`src/rtl/hdlc_rx_pkg.sv`:
```
package hdlc_rx_pkg;
  localparam int BYTE_W    = 8;
  localparam int ERR_W     = 5;
  localparam int E_ABORT   = 0;
  localparam int E_NONOCT  = 1;
  localparam int E_SHORT   = 2;
  localparam int E_OVF     = 3;
  localparam int E_CRC     = 4;
  localparam int FLAG_RUN  = 6;             // ones inside a delimiter
  localparam int CRC_W     = 16;
  localparam logic [CRC_W-1:0] CRC_POLY_R = 16'h8408;
  localparam logic [CRC_W-1:0] CRC_SEED   = 16'hFFFF;
  localparam logic [CRC_W-1:0] CRC_GOOD   = 16'hF0B8;

  typedef enum logic {ST_HUNT, ST_FRAME} rx_state_e;
  typedef enum logic [1:0] {SYM_NONE, SYM_DATA, SYM_FLAG, SYM_ABORT} sym_e;
endpackage

```
`src/rtl/hdlc_rx_bitproc.sv`:
```
// Classifies each enabled line bit: payload bit, delimiter, abort or dropped.
module hdlc_rx_bitproc
  import hdlc_rx_pkg::*;
#(
  parameter int RUN = FLAG_RUN
) (
  input  logic clk,
  input  logic rst_n,
  input  logic bit_en,
  input  logic rx_bit,
  output sym_e sym
);
  localparam int OW = $clog2(RUN + 2);
  localparam logic [OW-1:0] ONE_RUN  = OW'(RUN);
  localparam logic [OW-1:0] STUF_RUN = OW'(RUN - 1);
  localparam logic [OW-1:0] SAT_RUN  = OW'(RUN + 1);

  logic [OW-1:0] ones_q, ones_n;

  always_comb begin
    ones_n = ones_q;
    sym    = SYM_NONE;
    if (bit_en) begin
      if (rx_bit) begin
        if (ones_q == ONE_RUN) begin
          sym    = SYM_ABORT;
          ones_n = SAT_RUN;
        end else if (ones_q != SAT_RUN) begin
          sym    = SYM_DATA;
          ones_n = ones_q + OW'(1);
        end
      end else begin
        ones_n = '0;
        if (ones_q == ONE_RUN)       sym = SYM_FLAG;
        else if (ones_q < STUF_RUN)  sym = SYM_DATA;
        // run of RUN-1 ones: inserted zero, dropped; saturated run: idle
      end
    end
  end

  always_ff @(posedge clk or negedge rst_n) begin
    if (!rst_n) ones_q <= '0;
    else        ones_q <= ones_n;
  end
endmodule

```
`src/rtl/hdlc_rx_delay.sv`:
```
// Holds the newest DEPTH payload bits so that the leading bits of a
// closing delimiter never reach the byte assembler.
module hdlc_rx_delay #(
  parameter int DEPTH = 7
) (
  input  logic clk,
  input  logic rst_n,
  input  logic clr,
  input  logic push,
  input  logic din,
  output logic pop,
  output logic dout
);
  localparam int CW = $clog2(DEPTH + 1);
  localparam logic [CW-1:0] FULL = CW'(DEPTH);

  logic [DEPTH-1:0] dl_q, dl_n;
  logic [CW-1:0]    cnt_q, cnt_n;
  logic             full;

  assign full = (cnt_q == FULL);
  assign pop  = push & full;
  assign dout = dl_q[DEPTH-1];

  always_comb begin
    dl_n  = dl_q;
    cnt_n = cnt_q;
    if (clr) begin
      cnt_n = '0;
    end else if (push) begin
      dl_n = {dl_q[DEPTH-2:0], din};
      if (!full) cnt_n = cnt_q + CW'(1);
    end
  end

  always_ff @(posedge clk or negedge rst_n) begin
    if (!rst_n) begin
      dl_q  <= '0;
      cnt_q <= '0;
    end else begin
      dl_q  <= dl_n;
      cnt_q <= cnt_n;
    end
  end
endmodule

```
`src/rtl/hdlc_rx_crc.sv`:
```
// Bit-serial reflected CRC with residue compare.
module hdlc_rx_crc
  import hdlc_rx_pkg::*;
#(
  parameter int W = CRC_W,
  parameter logic [W-1:0] POLY = CRC_POLY_R,
  parameter logic [W-1:0] SEED = CRC_SEED,
  parameter logic [W-1:0] GOOD = CRC_GOOD
) (
  input  logic clk,
  input  logic rst_n,
  input  logic clr,
  input  logic en,
  input  logic din,
  output logic ok
);
  logic [W-1:0] crc_q, crc_n;
  logic         fb;

  assign fb = crc_q[0] ^ din;
  assign ok = (crc_q == GOOD);

  always_comb begin
    crc_n = crc_q;
    if (clr)     crc_n = SEED;
    else if (en) crc_n = (crc_q >> 1) ^ (fb ? POLY : '0);
  end

  always_ff @(posedge clk or negedge rst_n) begin
    if (!rst_n) crc_q <= SEED;
    else        crc_q <= crc_n;
  end
endmodule

```
`src/rtl/hdlc_rx_framer.sv`:
```
module hdlc_rx_framer
  import hdlc_rx_pkg::*;
#(
  parameter int LIMIT_W   = 16,
  parameter int MIN_BYTES = 5
) (
  input  logic               clk,
  input  logic               rst_n,
  input  logic               bit_en,
  input  logic               rx_bit,
  input  logic               fcs_pass,
  input  logic [LIMIT_W-1:0] byte_limit,
  output logic               out_valid,
  output logic [BYTE_W-1:0]  out_data,
  output logic               out_sof,
  output logic               out_eof,
  output logic [ERR_W-1:0]   out_err
);
  localparam int CW    = LIMIT_W + 1;
  localparam int BCW   = $clog2(BYTE_W);
  localparam int DEPTH = FLAG_RUN + 1;
  localparam logic [BCW-1:0] LAST_BIT = BCW'(BYTE_W - 1);

  // reset synchronizer: asynchronous assert, synchronous release
  logic [1:0] rs_q;
  logic       rst_i_n;
  always_ff @(posedge clk or negedge rst_n) begin
    if (!rst_n) rs_q <= '0;
    else        rs_q <= {rs_q[0], 1'b1};
  end
  assign rst_i_n = rs_q[1];

  sym_e sym;
  logic in_frame, ev_flag, ev_abort, ev_data;
  logic pop, pop_bit, crc_ok;

  hdlc_rx_bitproc #(.RUN(FLAG_RUN)) u_bits (
    .clk(clk), .rst_n(rst_i_n), .bit_en(bit_en), .rx_bit(rx_bit), .sym(sym)
  );

  hdlc_rx_delay #(.DEPTH(DEPTH)) u_dly (
    .clk(clk), .rst_n(rst_i_n), .clr(ev_flag), .push(ev_data),
    .din(rx_bit), .pop(pop), .dout(pop_bit)
  );

  hdlc_rx_crc u_crc (
    .clk(clk), .rst_n(rst_i_n), .clr(ev_flag), .en(pop), .din(pop_bit),
    .ok(crc_ok)
  );

  rx_state_e                st_q, st_n;
  logic [BCW-1:0]           bcnt_q, bcnt_n;
  logic [BYTE_W-1:0]        sh_q, sh_n;
  logic                     any_q, any_n;
  logic [CW-1:0]            nb_q, nb_n;
  logic [1:0][BYTE_W-1:0]   hold_q, hold_n;
  logic [1:0]               hsof_q, hsof_n;
  logic [1:0]               hcnt_q, hcnt_n;
  logic                     tail_q, tail_n;
  logic [1:0]               tcnt_q, tcnt_n;
  logic [ERR_W-1:0]         terr_q, terr_n;
  logic                     ov_q, ov_n, os_q, os_n, oe_q, oe_n;
  logic [BYTE_W-1:0]        od_q, od_n;
  logic [ERR_W-1:0]         oerr_q, oerr_n;

  logic [BYTE_W-1:0] byte_new;
  logic [CW-1:0]     cnt_inc;
  logic              byte_done, ovf, end_ev;
  logic [ERR_W-1:0]  end_err;

  assign in_frame  = (st_q == ST_FRAME);
  assign ev_flag   = (sym == SYM_FLAG);
  assign ev_abort  = (sym == SYM_ABORT);
  assign ev_data   = (sym == SYM_DATA) & in_frame;
  assign byte_new  = {pop_bit, sh_q[BYTE_W-1:1]};
  assign byte_done = pop & (bcnt_q == LAST_BIT);
  assign cnt_inc   = nb_q + CW'(1);
  assign ovf       = byte_done & (cnt_inc > {1'b0, byte_limit});

  always_comb begin
    st_n   = st_q;   bcnt_n = bcnt_q; sh_n   = sh_q;   any_n  = any_q;
    nb_n   = nb_q;   hold_n = hold_q; hsof_n = hsof_q; hcnt_n = hcnt_q;
    tail_n = tail_q; tcnt_n = tcnt_q; terr_n = terr_q;
    ov_n   = 1'b0;   os_n   = 1'b0;   oe_n   = 1'b0;
    od_n   = od_q;   oerr_n = '0;
    end_ev = 1'b0;   end_err = '0;

    // end-of-frame flush: held bytes (if passed), then the status strobe
    if (tail_q) begin
      if (tcnt_q != 2'd0) begin
        ov_n      = 1'b1;
        od_n      = hold_q[0];
        os_n      = hsof_q[0];
        hold_n[0] = hold_q[1];
        hsof_n[0] = hsof_q[1];
        tcnt_n    = tcnt_q - 2'd1;
      end else begin
        oe_n   = 1'b1;
        oerr_n = terr_q;
        tail_n = 1'b0;
        hcnt_n = 2'd0;
      end
    end

    // byte assembly, LSB first
    if (pop) begin
      sh_n   = byte_new;
      bcnt_n = bcnt_q + BCW'(1);
      any_n  = 1'b1;
    end

    if (byte_done) begin
      if (ovf) begin
        end_ev          = 1'b1;
        end_err[E_OVF]  = 1'b1;
        st_n            = ST_HUNT;
      end else begin
        nb_n = cnt_inc;
        if (hcnt_q == 2'd2) begin
          ov_n      = 1'b1;
          od_n      = hold_q[0];
          os_n      = hsof_q[0];
          hold_n[0] = hold_q[1];
          hsof_n[0] = hsof_q[1];
          hold_n[1] = byte_new;
          hsof_n[1] = (nb_q == '0);
        end else begin
          hold_n[hcnt_q[0]] = byte_new;
          hsof_n[hcnt_q[0]] = (nb_q == '0);
          hcnt_n            = hcnt_q + 2'd1;
        end
      end
    end

    if (ev_abort && in_frame) begin
      st_n = ST_HUNT;
      if (any_q) begin
        end_ev           = 1'b1;
        end_err[E_ABORT] = 1'b1;
      end
    end

    if (ev_flag) begin
      if (in_frame && any_q) begin
        end_ev            = 1'b1;
        end_err[E_NONOCT] = (bcnt_q != '0);
        end_err[E_SHORT]  = (nb_q < CW'(MIN_BYTES));
        end_err[E_CRC]    = ~crc_ok;
      end
      st_n   = ST_FRAME;
      bcnt_n = '0;
      any_n  = 1'b0;
      nb_n   = '0;
    end

    if (end_ev) begin
      tail_n = 1'b1;
      tcnt_n = fcs_pass ? hcnt_q : 2'd0;
      terr_n = end_err;
    end
  end

  always_ff @(posedge clk or negedge rst_i_n) begin
    if (!rst_i_n) begin
      st_n_reg_reset();
    end else begin
      st_q   <= st_n;   bcnt_q <= bcnt_n; sh_q   <= sh_n;   any_q  <= any_n;
      nb_q   <= nb_n;   hold_q <= hold_n; hsof_q <= hsof_n; hcnt_q <= hcnt_n;
      tail_q <= tail_n; tcnt_q <= tcnt_n; terr_q <= terr_n;
      ov_q   <= ov_n;   os_q   <= os_n;   oe_q   <= oe_n;
      od_q   <= od_n;   oerr_q <= oerr_n;
    end
  end

  task automatic st_n_reg_reset();
    st_q   <= ST_HUNT; bcnt_q <= '0; sh_q   <= '0; any_q  <= 1'b0;
    nb_q   <= '0;      hold_q <= '0; hsof_q <= '0; hcnt_q <= '0;
    tail_q <= 1'b0;    tcnt_q <= '0; terr_q <= '0;
    ov_q   <= 1'b0;    os_q   <= 1'b0; oe_q <= 1'b0;
    od_q   <= '0;      oerr_q <= '0;
  endtask

  assign out_valid = ov_q;
  assign out_data  = od_q;
  assign out_sof   = os_q;
  assign out_eof   = oe_q;
  assign out_err   = oerr_q;
endmodule

```
`config.mk`:
```
export PLATFORM = sky130hd
export DESIGN_NAME = hdlc_rx_framer
export DESIGN_NICKNAME = d
export VERILOG_FILES = /design/src/rtl/hdlc_rx_pkg.sv /design/src/rtl/hdlc_rx_bitproc.sv /design/src/rtl/hdlc_rx_delay.sv /design/src/rtl/hdlc_rx_crc.sv /design/src/rtl/hdlc_rx_framer.sv
export SDC_FILE = /design/constraint.sdc
export NUM_CORES = 1
export LEC_CHECK = 0
export ABC_AREA = 1
export BUFFER_PORTS_ARGS = -buffer_cell sky130_fd_sc_hd__clkbuf_2
export CORE_MARGIN = 2
export CORE_UTILIZATION = 30
export DETAILED_ROUTE_END_ITERATION = 10
export SYNTH_ARGS = -nofsm -noshare
export SYNTH_HDL_FRONTEND = slang
export SYNTH_SLANG_ARGS = --single-unit
```
`constraint.sdc`:
```
create_clock -name clk -period 3.2 [get_ports clk]
set_input_delay 0.48 -clock clk [delete_from_list [all_inputs] [get_ports clk]]
set_output_delay 0.48 -clock clk [all_outputs]
set_load 0.01 [all_outputs]
```
# Yosys cells after proc, flatten, opt, wreduce, memory -nomap -nowiden
# Cells that the tools add are included.
# word_totals
ff_bits	105
input_bits	21
elab_cells	158
output_inout_bits	16
# op_classes
muxes	83
n_lt_le_gt_ge	5
bitwise_logic	9
n_reduce_logical	20
n_eq_ne	12
add_sub_neg	6
# ops
operator	count
$mux W8	10
$mux W16	4
$mux W17	3
$mux W1	36
$mux W2	16
$mux W3	8
$add A17 B1 Y17 const B	1
$gt A17 B16 Y1	1
$logic_not A17 Y1	1
$lt A17 B3 Y1 const B	1
$bwmux W16	1
$eq A16 B16 Y1 const B	1
$xor A15 B16 Y16	1
$reduce_and A2 Y1	7
$reduce_bool A2 Y1	6
$mux W5	2
$add A3 B1 Y3 const B	3
$eq A3 B3 Y1 const B	3
$reduce_bool A3 Y1	3
$demux W8 S1	1
$eq A2 B2 Y1 const B	3
$and A1 B1 Y1	4
$ne A2 B2 Y1 const B	2
$logic_and A1 B1 Y1	3
12 further kinds	14

# Depth between registers and ports, before layout
# Gate-level depths: netlist (run 1).
# logic_depth
depth_word	18
depth_mapped	25
mapped_depth_nobuf	24

# Hierarchy
# Synthesis (run 1) repeated with hierarchy kept, for this count alone.
# unflattened
hier_cells	674
hier_area_um2	5665.4
# by_module_without_submodules
mod	seq_area_each_um2	n_inst	cells_each	area_per_inst_um2
hdlc_rx_framer	1876.8	1	506	4166.5
hdlc_rx_crc	420.4	1	79	794.5
hdlc_rx_delay	250.2	1	54	466.7
hdlc_rx_bitproc	75.1	1	35	237.7

# Worst setup path before layout (run 1)
# Ideal clock, no wire load.
# synth_timing
kind	flip-flop to flip-flop
start	register nb_q[2]
end	register hold_q[14] (netlist bit)
slack_ns	0.199
setup_time_ns	0.118
arrival_ns	2.883
path_stages_with_launch	22
path_cell_list	dfrtp_1 nand2_1 inv_1 nand2_1 inv_1 nand4_1 nor3_1 nand3_1 nor2_1 nand2_1 xor2_1 ha_1 nand2_1 inv_1 nand4_1 nor4_1 nand3_1 nand2_4 nand3_4 buf_6 nand2_1 o21ai_2
# synth_between
elab_chain_len	5
# synth_rtl
item	line_no	text
start: declaration	hdlc_rx_framer.sv:55	logic [CW-1:0] nb_q, nb_n;
start signal: assignment	hdlc_rx_framer.sv:168	nb_q <= nb_n; hold_q <= hold_n; hsof_q <= hsof_n; hcnt_q <= hcnt_n;
$add A17 B1 Y17	hdlc_rx_framer.sv:77	assign cnt_inc = nb_q + CW'(1);
$gt A17 B16 Y1	hdlc_rx_framer.sv:78	assign ovf = byte_done & (cnt_inc > {1'b0, byte_limit});
$and A1 B1 Y1	hdlc_rx_framer.sv:78	
$not A1 Y1 (no source line)	-	
$reduce_and A2 Y1 (no source line)	-	
end signal: assignment	hdlc_rx_framer.sv:168	
end: declaration	hdlc_rx_framer.sv:56	logic [1:0][BYTE_W-1:0] hold_q, hold_n;
# Every way passes these cells.
# A chain may end at the register's enable or synchronous reset.

# Worst setup path after layout (run 1)
# layout_timing
start	register nb_q[1]
end	register od_q[1], in the netlist out_data[1]
# layout_between
elab_chain_len	5
# layout_rtl
item	line_no	text
$add A17 B1 Y17	hdlc_rx_framer.sv:77	
$gt A17 B16 Y1	hdlc_rx_framer.sv:78	
$and A1 B1 Y1	hdlc_rx_framer.sv:78	
$mux W8	hdlc_rx_framer.sv:113	if (ovf) begin
$mux W8	hdlc_rx_framer.sv:112	if (byte_done) begin
net od_n[1]	hdlc_rx_framer.sv:63	logic [BYTE_W-1:0] od_q, od_n;
end signal: assignment	hdlc_rx_framer.sv:171	od_q <= od_n; oerr_q <= oerr_n;
end: declaration	hdlc_rx_framer.sv:63	
# The timed path passes the listed nets, and every way through them passes these cells.

==> Implementation_results.wiki, run 1 <==
{| class="wikitable"
! Metric !! Value
|-
| Met2 routed WL || 5490 microns
|-
| Slew @ Worst Pin || 0.737 ns
|-
| Req. time, crit path || 3.50 ns
|-
| Final worst path period need || 3.21 ns
|-
| Data arrival time of the critical path || 3.50 ns
|-
| FFs w/ async S/R, synth || 100%
|-
| Max_slew headroom || 50.9%
|-
| Starting density of the core || 30.5%
|-
| Synth Warn # || 0
|-
| Final WL || between 10000 and 15000 microns
|-
| Commonest cells after routing, fill and taps aside || 115 x sky130_fd_sc_hd__nand2_1, 100 x sky130_fd_sc_hd__inv_1, 87 x sky130_fd_sc_hd__dfrtp_1, 38 x sky130_fd_sc_hd__buf_4, 37 x sky130_fd_sc_hd__o21ai_2
|-
| Detailed-route wire length on metal 1 || approximately 6000 microns
|-
| Detailed-route wire length per cell || 13.3 microns
|-
| Global-route wire length before repair || 19600 microns
|-
| Cell Pwr Density || 395 mW/mm^2
|-
| HPWL after DPL || approximately 8000 microns
|-
| Met3 wire length || 518 microns
|-
| Clock sink count || 104
|-
| Floorplan row count || 49
|-
| Number of placed cells counting well taps || 875
|-
| Number of antenna diodes || 0
|-
| Number of vias per cell || 4.54
|-
| Floorplan Core Area || 0.0180 sq mm
|-
| Initial antenna violation count || 0
|-
| # nets final || around 740
|-
| Switching Fraction || 26.2%
|-
| Ratio of final minimum period to clock period || 100%
|-
| Die outline width || 139 microns
|-
| Pin count of the biggest net entering global routing || 42
|-
| Leakage power || 3.57 nW
|-
| Die outline height || 139 microns
|-
| Total area of multi-input combinational cells || 0.00265 sq mm
|-
| Total global routing track utilization || between 10 and 15%
|-
| Weighted congestion reported at the end of routability-driven placement || 0.800
|-
| Sum of overflow across all layers after global routing || 0
|-
| Unrepaired setup endpoints after global routing || true
|-
| Relative area change from synthesis to final layout || 26.6%
|-
| Hold Violations, Final || 0
|-
| Clock network fraction of total power || between 40% and 50%
|-
| Initial DRC Count || 246
|-
| Critical setup path kind || reg2reg
|-
| Int Power || around 0.0020 W
|-
| Average instance area after synthesis || 9.14 sq um
|-
| Sequential fraction of the synthesis area || 47.9%
|-
| Startpoint types || flop
|-
| Path category of the worst min-delay check || reg2async
|-
| Highest fanout seen on the critical path || 6
|-
| Violated checks || negative setup slack
|-
| Via count of the first global-routing pass || about 4000
|-
| CTS root buf || sky130_fd_sc_hd__clkbuf_16
|-
| Largest buffer count on any clock path || 2
|-
| Clock tree from TritonCTS || built
|-
| IO Pins || 37
|-
| Final worst-path setup slack || -0.00598 ns
|-
| Proportion of layout cells with a drive suffix above 1 || 31.8%
|-
| Post-route non-filler standard cell count || roughly 920
|-
| Power dissipated by switching net loads || between 0.0007 and 0.0008 W
|-
| Fraction of power consumed by combinational cells || 8.8%
|-
| Number of H-tree branching levels || 3
|-
| Outcome || finished with violations
|-
| Number of unique standard cell types used by synthesis || 45
|-
| Netlist area before placement || 0.00548 sq mm
|-
| Number of remaining DRC errors || 0
|-
| Origin of the critical flop-to-flop path || nb_q[1]
|-
| Number of max-slew violations in the final report || 0
|-
| Count of max-cap constraint violations || 0
|-
| Number of enable-type register cells in the synthesized netlist || 0
|-
| Max VDD drop || between 0.0002 and 0.0003 V
|-
| Commonest non-fill, non-tap cell in the layout || sky130_fd_sc_hd__nand2_1
|-
| Setup-violating endpoint count in the final report || 3
|-
| Finished layout cell area || 0.00693 sq mm
|-
| Layout filler cell count || 1805
|-
| Total number of vias || 4199
|-
| FF+latch area || 0.00263 sq mm
|-
| Syn nets || 647
|-
| Initial DRT Pass Iterations || 4
|-
| Achievable clock frequency || 0.312 GHz
|-
| Highest layer used for signal routing || met4
|-
| Source-to-sink clock delay at the later pin of the worst-skew pair || ~0.36 ns
|-
| Flop pwr share || 51.2%
|-
| Core occupancy in the finished layout || 38.6%
|-
| Flop and latch count out of synthesis || between 100 and 150
|-
| Launching element of the worst setup path || nb_q[1]
|-
| Endpoint kind of the worst setup timing path || flop
|-
| Residual antenna-violating net count after detailed routing || 0
|-
| TritonCTS Buffers || 9
|-
| Dominant register cell in the synthesized netlist || sky130_fd_sc_hd__dfrtp_1
|-
| Gate count of the mapped netlist || 599
|-
| Count of buffers inserted at the top-level ports || 36
|-
| Clock-pin slew on the worst setup and hold paths || roughly 0.07 ns
|-
| Area of the die || 0.0194 sq mm
|-
| Post-Route Skew || 0.0113 ns
|-
| Area post-placement || 0.00602 sq mm
|}
==> final cells by class <==
| class | instances | share of cell area (%) |
|---|---|---|
| Timing Repair inverter | 3 | 0.903 |
| Timing Repair Buffer | 83 | 8.54 |
| Clock buffer | 10 | 3.45 |
| Inverter | 107 | 6.17 |
| Tap cell | 229 | 4.13 |
| Multi-Input combinational cell | 382 | 38.2 |
| Clock inverter | 6 | 0.758 |
| Sequential cell | 104 | 37.9 |
==> final timing paths <==
check                                  end  slack (ns)  depth (start not counted)
min in group clk                   rs_q[1]        0.36                          0
hold / removal                    in_frame        0.31                          0
hold reg to reg                   in_frame        0.31                          0
setup reg to reg               out_data[1]      -0.006                         22
max in group asynchronous  u_crc.crc_q[13]        2.03                          1
setup / recovery               out_data[1]      -0.006                         22
==> per-layer routing <==
metal / GRT usage (%) / vias up
li1: - / 2137
met1: 17.4 / 1974
met2: 19.3 / 73
met3: 3.14 / 15
met4: 4.68 / 0
met5: 0 / -
==> kinds of logic after synthesis <==
family / synth area share (%)
compound gates: 12.9
xor+xnor: 2.40
fa+ha+maj: 6.17
buf+inv: 9.00
flops: 47.9
mux: 1.46
other cells: 0.0685
simple gates: 20.1
==> what timing repair did <==
item / in CTS / in global routing
gates resized for setup: 5 / 85
endpoints found under the hold margin: 2 / 0
hold buffers: 1 / 0
cloned: 0 / 7
endpoints found under the setup margin: 52 / 56
pin swaps: 2 / 25
setup buffers: 0 / 25
==> critical path, stage by stage, from the launching register on <==
cell and delay (ns):
sky130_fd_sc_hd__dfrtp_1 0.38, sky130_fd_sc_hd__ha_2 0.22, sky130_fd_sc_hd__nand3_4 0.08, sky130_fd_sc_hd__nor3_4 0.23, sky130_fd_sc_hd__nand2_2 0.12, sky130_fd_sc_hd__nor2_4 0.18
sky130_fd_sc_hd__buf_4 0.14, sky130_fd_sc_hd__xor2_2 0.16, sky130_fd_sc_hd__ha_1 0.27, sky130_fd_sc_hd__a21oi_1 0.15, sky130_fd_sc_hd__nor2_1 0.07, sky130_fd_sc_hd__nor3b_2 0.17
sky130_fd_sc_hd__nand2_1 0.07, sky130_fd_sc_hd__nand2_1 0.05, sky130_fd_sc_hd__nand2_1 0.05, sky130_fd_sc_hd__nand2_1 0.10, sky130_fd_sc_hd__nand2_4 0.06, sky130_fd_sc_hd__nand2_4 0.10
sky130_fd_sc_hd__buf_6 0.13, sky130_fd_sc_hd__nand3_4 0.13, sky130_fd_sc_hd__nand2_4 0.15, sky130_fd_sc_hd__nand2_1 0.06, sky130_fd_sc_hd__nand2_1 0.05
==> metrics by stage <==
stage	TNS, ns	hold WS (ns)	total power, W	setup slack (ns)
4_1_cts	-0.0750	0.340	0.00277	-0.0193
3_3_place_gp	0	0.275	0.00165	0.0162
3_5_place_dp	-5.05	0.272	0.00165	-0.143
2_1_floorplan	0	0.184	0.00158	0.116
6_report	-0.0119	0.309	0.00274	-0.00598
5_1_grt	-11.71	0.369	0.00287	-0.290
==> power groups by stage <==
stage                     clock network [W]  logic, W  registers (W)
after floorplan                           0  0.000152        0.00143
after global placement                    0  0.000223        0.00143
after detailed placement                  0  0.000224        0.00143
after CTS                           0.00113  0.000229        0.00140
after global routing                0.00118  0.000281        0.00141
final                               0.00110  0.000241        0.00140
==> cell usage after synthesis (all sizes together) (3+ instances only) <==
cell	n	share of area, %
nand2	142	11
dfstp	16	7.7
nor3	8	1.1
a21oi	11	1.0
ha	27	6.2
buf	7	1.4
dfrtp	88	40
a22oi	14	1.9
nand3	26	3.2
nand4	15	1.7
o21ai	62	7.3
clkbuf	3	0.21
xor2	14	2.2
mux2i	8	1.5
nor2	29	2.6
o221ai	9	1.4
inv	105	7.3
==> registers in the layout (all words and copies together) (netlist names), 5 cells and up <==
signal       flops
hold_q          16
sh_q             7
terr_q           5
u_dly.dl_q       7
out_data         8
u_crc.crc_q     16
nb_q            17
out_err          5
No activity file was read; power rests on OpenSTA's default activity.
==> run 2: changes to the inputs <==
--- a/config.mk
+++ b/config.mk
@@ -12,4 +12,5 @@
 export DETAILED_ROUTE_END_ITERATION = 10
 export SYNTH_ARGS = -nofsm -noshare
 export SYNTH_HDL_FRONTEND = slang
+export SYNTH_HIERARCHICAL = 1
 export SYNTH_SLANG_ARGS = --single-unit
==> run 2 against run 1 <==
  * The run now ends clean
  * Routed wire length decreased by 2.2%
  * Clock skew decreased by 0.00093 ns
  * First-iteration DRC count increased by 17%
  * Sequential power increased by 6%
  * Critical path type unchanged
  * Hold slack improved by 0.046 ns
  * Global-route usage decreased by 0.27 points
==> Implementation_results.wiki, run 2 <==
{| class="wikitable"
! Metric !! Value
|-
| Total number of vias || 4436 (+5.6%)
|-
| Syn nets || 722 (+12%)
|-
| Area of the die || 0.0200 sq mm (+3.3%)
|-
| Most frequently used cell type in the post-synthesis netlist || sky130_fd_sc_hd__nand2_1
|-
| Commonest cells after routing, fill and taps aside || 153 x sky130_fd_sc_hd__nand2_1, 98 x sky130_fd_sc_hd__inv_1, 86 x sky130_fd_sc_hd__dfrtp_1, 71 x sky130_fd_sc_hd__nand3_1, 36 x sky130_fd_sc_hd__clkbuf_2
|-
| Post-route non-filler standard cell count || 965 (+4.4%)
|-
| Min-Delay Startpoint || rs_q[0]
|-
| Launching element of the worst setup path || nb_q[0]
|-
| Flop pwr share || 51.9% (+0.7 points)
|-
| Residual antenna-violating net count after detailed routing || 0 (unchanged)
|-
| Number of placed cells counting well taps || 941 (+7.5%)
|-
| Clock-pin slew on the worst setup and hold paths || 0.07 ns (about the same)
|-
| Number of H-tree branching levels || 3 (unchanged)
|-
| Setup-violating endpoint count in the final report || 0 (-3)
|-
| Count of max-cap constraint violations || 0 (unchanged)
|-
| Cell with the most instances on the worst path || sky130_fd_sc_hd__nand2_1
|-
| Weighted congestion reported at the end of routability-driven placement || 0.777 (-2.8%)
|-
| Setup TNS Final || 0 ns (+0.0119 ns)
|-
| Die outline height || 141 microns (+1.7%)
|-
| Area post-placement || 0.00611 sq mm (+1.5%)
|-
| Pin count of the biggest net entering global routing || 55 (+31%)
|-
| Sum of overflow across all layers after global routing || 0 (unchanged)
|-
| Synth Warn # || 6 (+6)
|-
| Achievable clock frequency || 0.331 GHz (+6.3%)
|-
| Switching Fraction || 26.6% (+0.42 points)
|-
| Die outline width || 141 microns (+1.7%)
|-
| Relative area change from synthesis to final layout || 16.9%
|-
| TritonCTS Buffers || 9 (unchanged)
|-
| Area contributors post-synth || sky130_fd_sc_hd__dfrtp_1 39%, sky130_fd_sc_hd__nand2_1 11%, sky130_fd_sc_hd__dfstp_2 7.4%
|-
| Final WL || 12000 microns (-2.2%)
|-
| Final worst-path setup slack || 0.183 ns (+0.189 ns)
|-
| Floorplan Core Area || 0.0186 sq mm (+3.8%)
|-
| Proportion of layout cells with a drive suffix above 1 || 23.0% (-8.8 points)
|-
| Number of enable-type register cells in the synthesized netlist || 0 (unchanged)
|-
| Endpoint kind of the worst setup timing path || flop
|-
| Int Power || 0.00209 W (+3.2%)
|-
| Final worst path period need || 3.02 ns (-0.189 ns)
|-
| Origin of the critical flop-to-flop path || nb_q[0]
|-
| Detailed-route wire length per cell || 12.5 microns (-6.4%)
|-
| Clock network fraction of total power || 37.1% (-2.9 points)
|-
| Finished layout cell area || 0.00662 sq mm (-4.5%)
|-
| Global-route wire length before repair || 20000 microns (+1.8%)
|-
| Largest register FFs || 17 (unchanged)
|-
| CTS root buf || sky130_fd_sc_hd__clkbuf_16
|-
| Initial DRT Pass Iterations || 4 (unchanged)
|-
| Ratio of final minimum period to clock period || 94.3% (-5.9 points)
|-
| Post-Route Skew || 0.0104 ns (-0.000926 ns)
|-
| Startpoint types || flop
|-
| Leakage power || 3.53 nW (-1.0%)
|-
| HPWL after DPL || 8580 microns (+4.6%)
|-
| Fraction of power consumed by combinational cells || 11.0% (+2.2 points)
|-
| Sequential fraction of the synthesis area || 46.3% (-1.6 points)
|-
| Power dissipated by switching net loads || 0.000757 W (+5.4%)
|-
| Unrepaired setup endpoints after global routing || true
|-
| Outcome || finished, final reports clean
|-
| Layout filler cell count || 1933 (+7.1%)
|-
| Critical setup path kind || reg2reg
|-
| Highest fanout seen on the critical path || 9 (+3)
|-
| Commonest non-fill, non-tap cell in the layout || sky130_fd_sc_hd__nand2_1
|-
| List of most frequent post-synthesis cells || 173 x sky130_fd_sc_hd__nand2_1, 101 x sky130_fd_sc_hd__inv_1, 88 x sky130_fd_sc_hd__dfrtp_1
|-
| Flop and latch count out of synthesis || 104 (unchanged)
|-
| Max incr delay on CP || 0.41 ns (+0.03 ns)
|-
| Worst setup slack before clock tree synthesis || -0.0177 ns (+0.125 ns)
|-
| Count of buffers inserted at the top-level ports || 36 (unchanged)
|-
| Initial DRC Count || 287 (+17%)
|-
| Netlist area before placement || 0.00567 sq mm (+3.4%)
|-
| Floorplan row count || 50 (+2.0%)
|-
| Dominant register cell in the synthesized netlist || sky130_fd_sc_hd__dfrtp_1
|-
| Initial antenna violation count || 1 (+1)
|-
| Max_slew headroom || 51.5% (+0.66 points)
|-
| Hold Violations, Final || 0 (unchanged)
|-
| Number of antenna diodes || 0 (unchanged)
|-
| FFs w/ async S/R, synth || 100% (unchanged)
|-
| Max VDD drop || 0.000219 V (-19%)
|-
| Standard cell with the maximum stage delay on the critical path || sky130_fd_sc_hd__dfrtp_2
|-
| Starting density of the core || 30.4% (-0.098 points)
|-
| Area share of the largest cell type after synthesis || 38.9% (-1.3 points)
|-
| Cell Pwr Density || 429 mW/mm^2 (+8.6%)
|-
| Cell accounting for the most synthesized area || sky130_fd_sc_hd__dfrtp_1
|-
| Total global routing track utilization || 12.3% (-0.27 points)
|-
| Total power draw || 0.00284 W (+3.8%)
|-
| Clock tree from TritonCTS || built
|-
| Slew @ Worst Pin || 0.727 ns (-0.00997 ns)
|-
| Number of unique standard cell types used by synthesis || 45 (unchanged)
|-
| Via count of the first global-routing pass || 4211 (+6.5%)
|-
| Largest buffer count on any clock path || 2 (unchanged)
|-
| Number of max-slew violations in the final report || 0 (unchanged)
|-
| Data arrival time of the critical path || 3.31 ns (-0.19 ns)
|-
| Path category of the worst min-delay check || reg2reg
|-
| Req. time, crit path || 3.49 ns (about the same)
|-
| Cell breakdown of the critical path || inv_2 > nor3_4 > nand3_2 > nor2_4 > nand2_2 > nor3_4 > nand3_1 > xor2_1 > inv_1 > ha_1 > nand2_2 > o21a_1 > nand2_1 > nand2_1 > nand2_1 > nand2_1 > nand2_2 > nand2_8 > nand2_8 > buf_8 > nand3_1 > nand2_1
|-
| Largest reg by FF count || nb_q
|-
| Average instance area after synthesis || 8.41 sq um (-8.1%)
|-
| # nets final || 774 (+4.9%)
|-
| Number of remaining DRC errors || 0 (unchanged)
|-
| Clock sink count || 104 (unchanged)
|-
| Gate count of the mapped netlist || 674 (+13%)
|-
| IO Pins || 37 (unchanged)
|-
| Source-to-sink clock delay at the later pin of the worst-skew pair || 0.35 ns (about the same)
|-
| Largest registers ranked by flip-flop count || nb_q x17, hold_q x16, u_crc/crc_q x16
|-
| Number of vias per cell || 4.60 (+1.2%)
|}
==> run 2: changes by cell type in the layout (fill, tap and decap cells not counted), moves of 10 or more <==
| cell | previous run | this run |
|---|---|---|
| sky130_fd_sc_hd__nand3_1 | 16 | 71 |
| sky130_fd_sc_hd__nand2_1 | 115 | 153 |
| sky130_fd_sc_hd__o21ai_2 | 37 | 9 |
| sky130_fd_sc_hd__buf_4 | 38 | 15 |
| sky130_fd_sc_hd__a22oi_1 | 14 | 3 |
| sky130_fd_sc_hd__nor2_1 | 19 | 30 |
| sky130_fd_sc_hd__a22oi_2 | 0 | 10 |
| sky130_fd_sc_hd__o22ai_1 | 0 | 10 |
==> run 2: logic make-up after synthesis <==
family | Yosys count | synth area share, %
AO/OA/AOI/OAI | 81 | 9.74
XOR/XNOR | 13 | 2.01
adder cells (fa/ha/maj) | 27 | 5.96
buffers and inverters | 128 | 9.83
flip-flops | 104 | 46.3
multiplexers | 1 | 0.177
other | 1 | 0.0662
AND/OR/NAND/NOR | 319 | 25.9
==> run 2: cell type report <==
cell class / count / area, sq um / share of cell area [%]
tap: 234 / 293 / 4.42
sequential: 104 / 2630 / 39.7
clock buffer: 11 / 243 / 3.67
inverter: 111 / 429 / 6.48
clock inverter: 5 / 38.8 / 0.586
timing repair buffer: 56 / 360 / 5.44
multi-input combinational: 444 / 2630 / 39.7
==> run 2: per-stage QoR <==
| step | hold slack (ns) | utilization, % |
|---|---|---|
| 3_3_place_gp | 0.266 | 32.8 |
| 3_5_place_dp | 0.271 | 32.8 |
| 2_1_floorplan | 0.184 | - |
| 4_1_cts | 0.358 | 34.4 |
| 5_1_grt | 0.367 | 35.5 |
| 6_report | 0.355 | 35.5 |
==> run 2: routing by layer <==
metal / track usage [%] / vias up / wire length [microns]
met5: 0 / - / 13
met2: 20.4 / 48 / 5830
li1: - / 2280 / -
met4: 5.26 / 2 / 267
met3: 2.19 / 20 / 306
met1: 16.0 / 2086 / 5630
==> run 2: critical path, delay by kind of cell, from the launching register on <==
kind / cells / cell delay [ns]
adders and majority gates: 1 / 0.29
DFF: 1 / 0.41
AOI/OAI and AO/OA: 1 / 0.20
and+or+nand+nor: 16 / 1.61
buffers and inverters: 3 / 0.31
xor gates and xnor gates: 1 / 0.14
==> run 2: worst paths after layout <==
check	endpoint	slack, ns	cells past startpoint
setup / recovery	nb_q[14]	0.18	22
hold / removal	rs_q[1]	0.35	0
max in group asynchronous	terr_q[2]	1.96	1
min in group asynchronous	hold_q[3]	0.39	0
hold reg to reg	rs_q[1]	0.35	0
setup reg to reg	nb_q[14]	0.18	22
==> run 2: what timing repair did <==
action,CTS,global route
setup endpoints to repair,23,56
endpoints found under the hold margin,2,0
gates cloned,0,2
hold buffers,1,0
pin swaps,0,8
resized for setup,2,46
buffers inserted,0,5
==> run 2: power by group through the flow <==
stage	logic (W)	registers [W]	clock network (W)
3_3_place_gp	0.000285	0.00150	0
6_report	0.000311	0.00148	0.00106
5_1_grt	0.000370	0.00149	0.00114
3_5_place_dp	0.000292	0.00150	0
4_1_cts	0.000298	0.00148	0.00109
2_1_floorplan	0.000218	0.00149	0
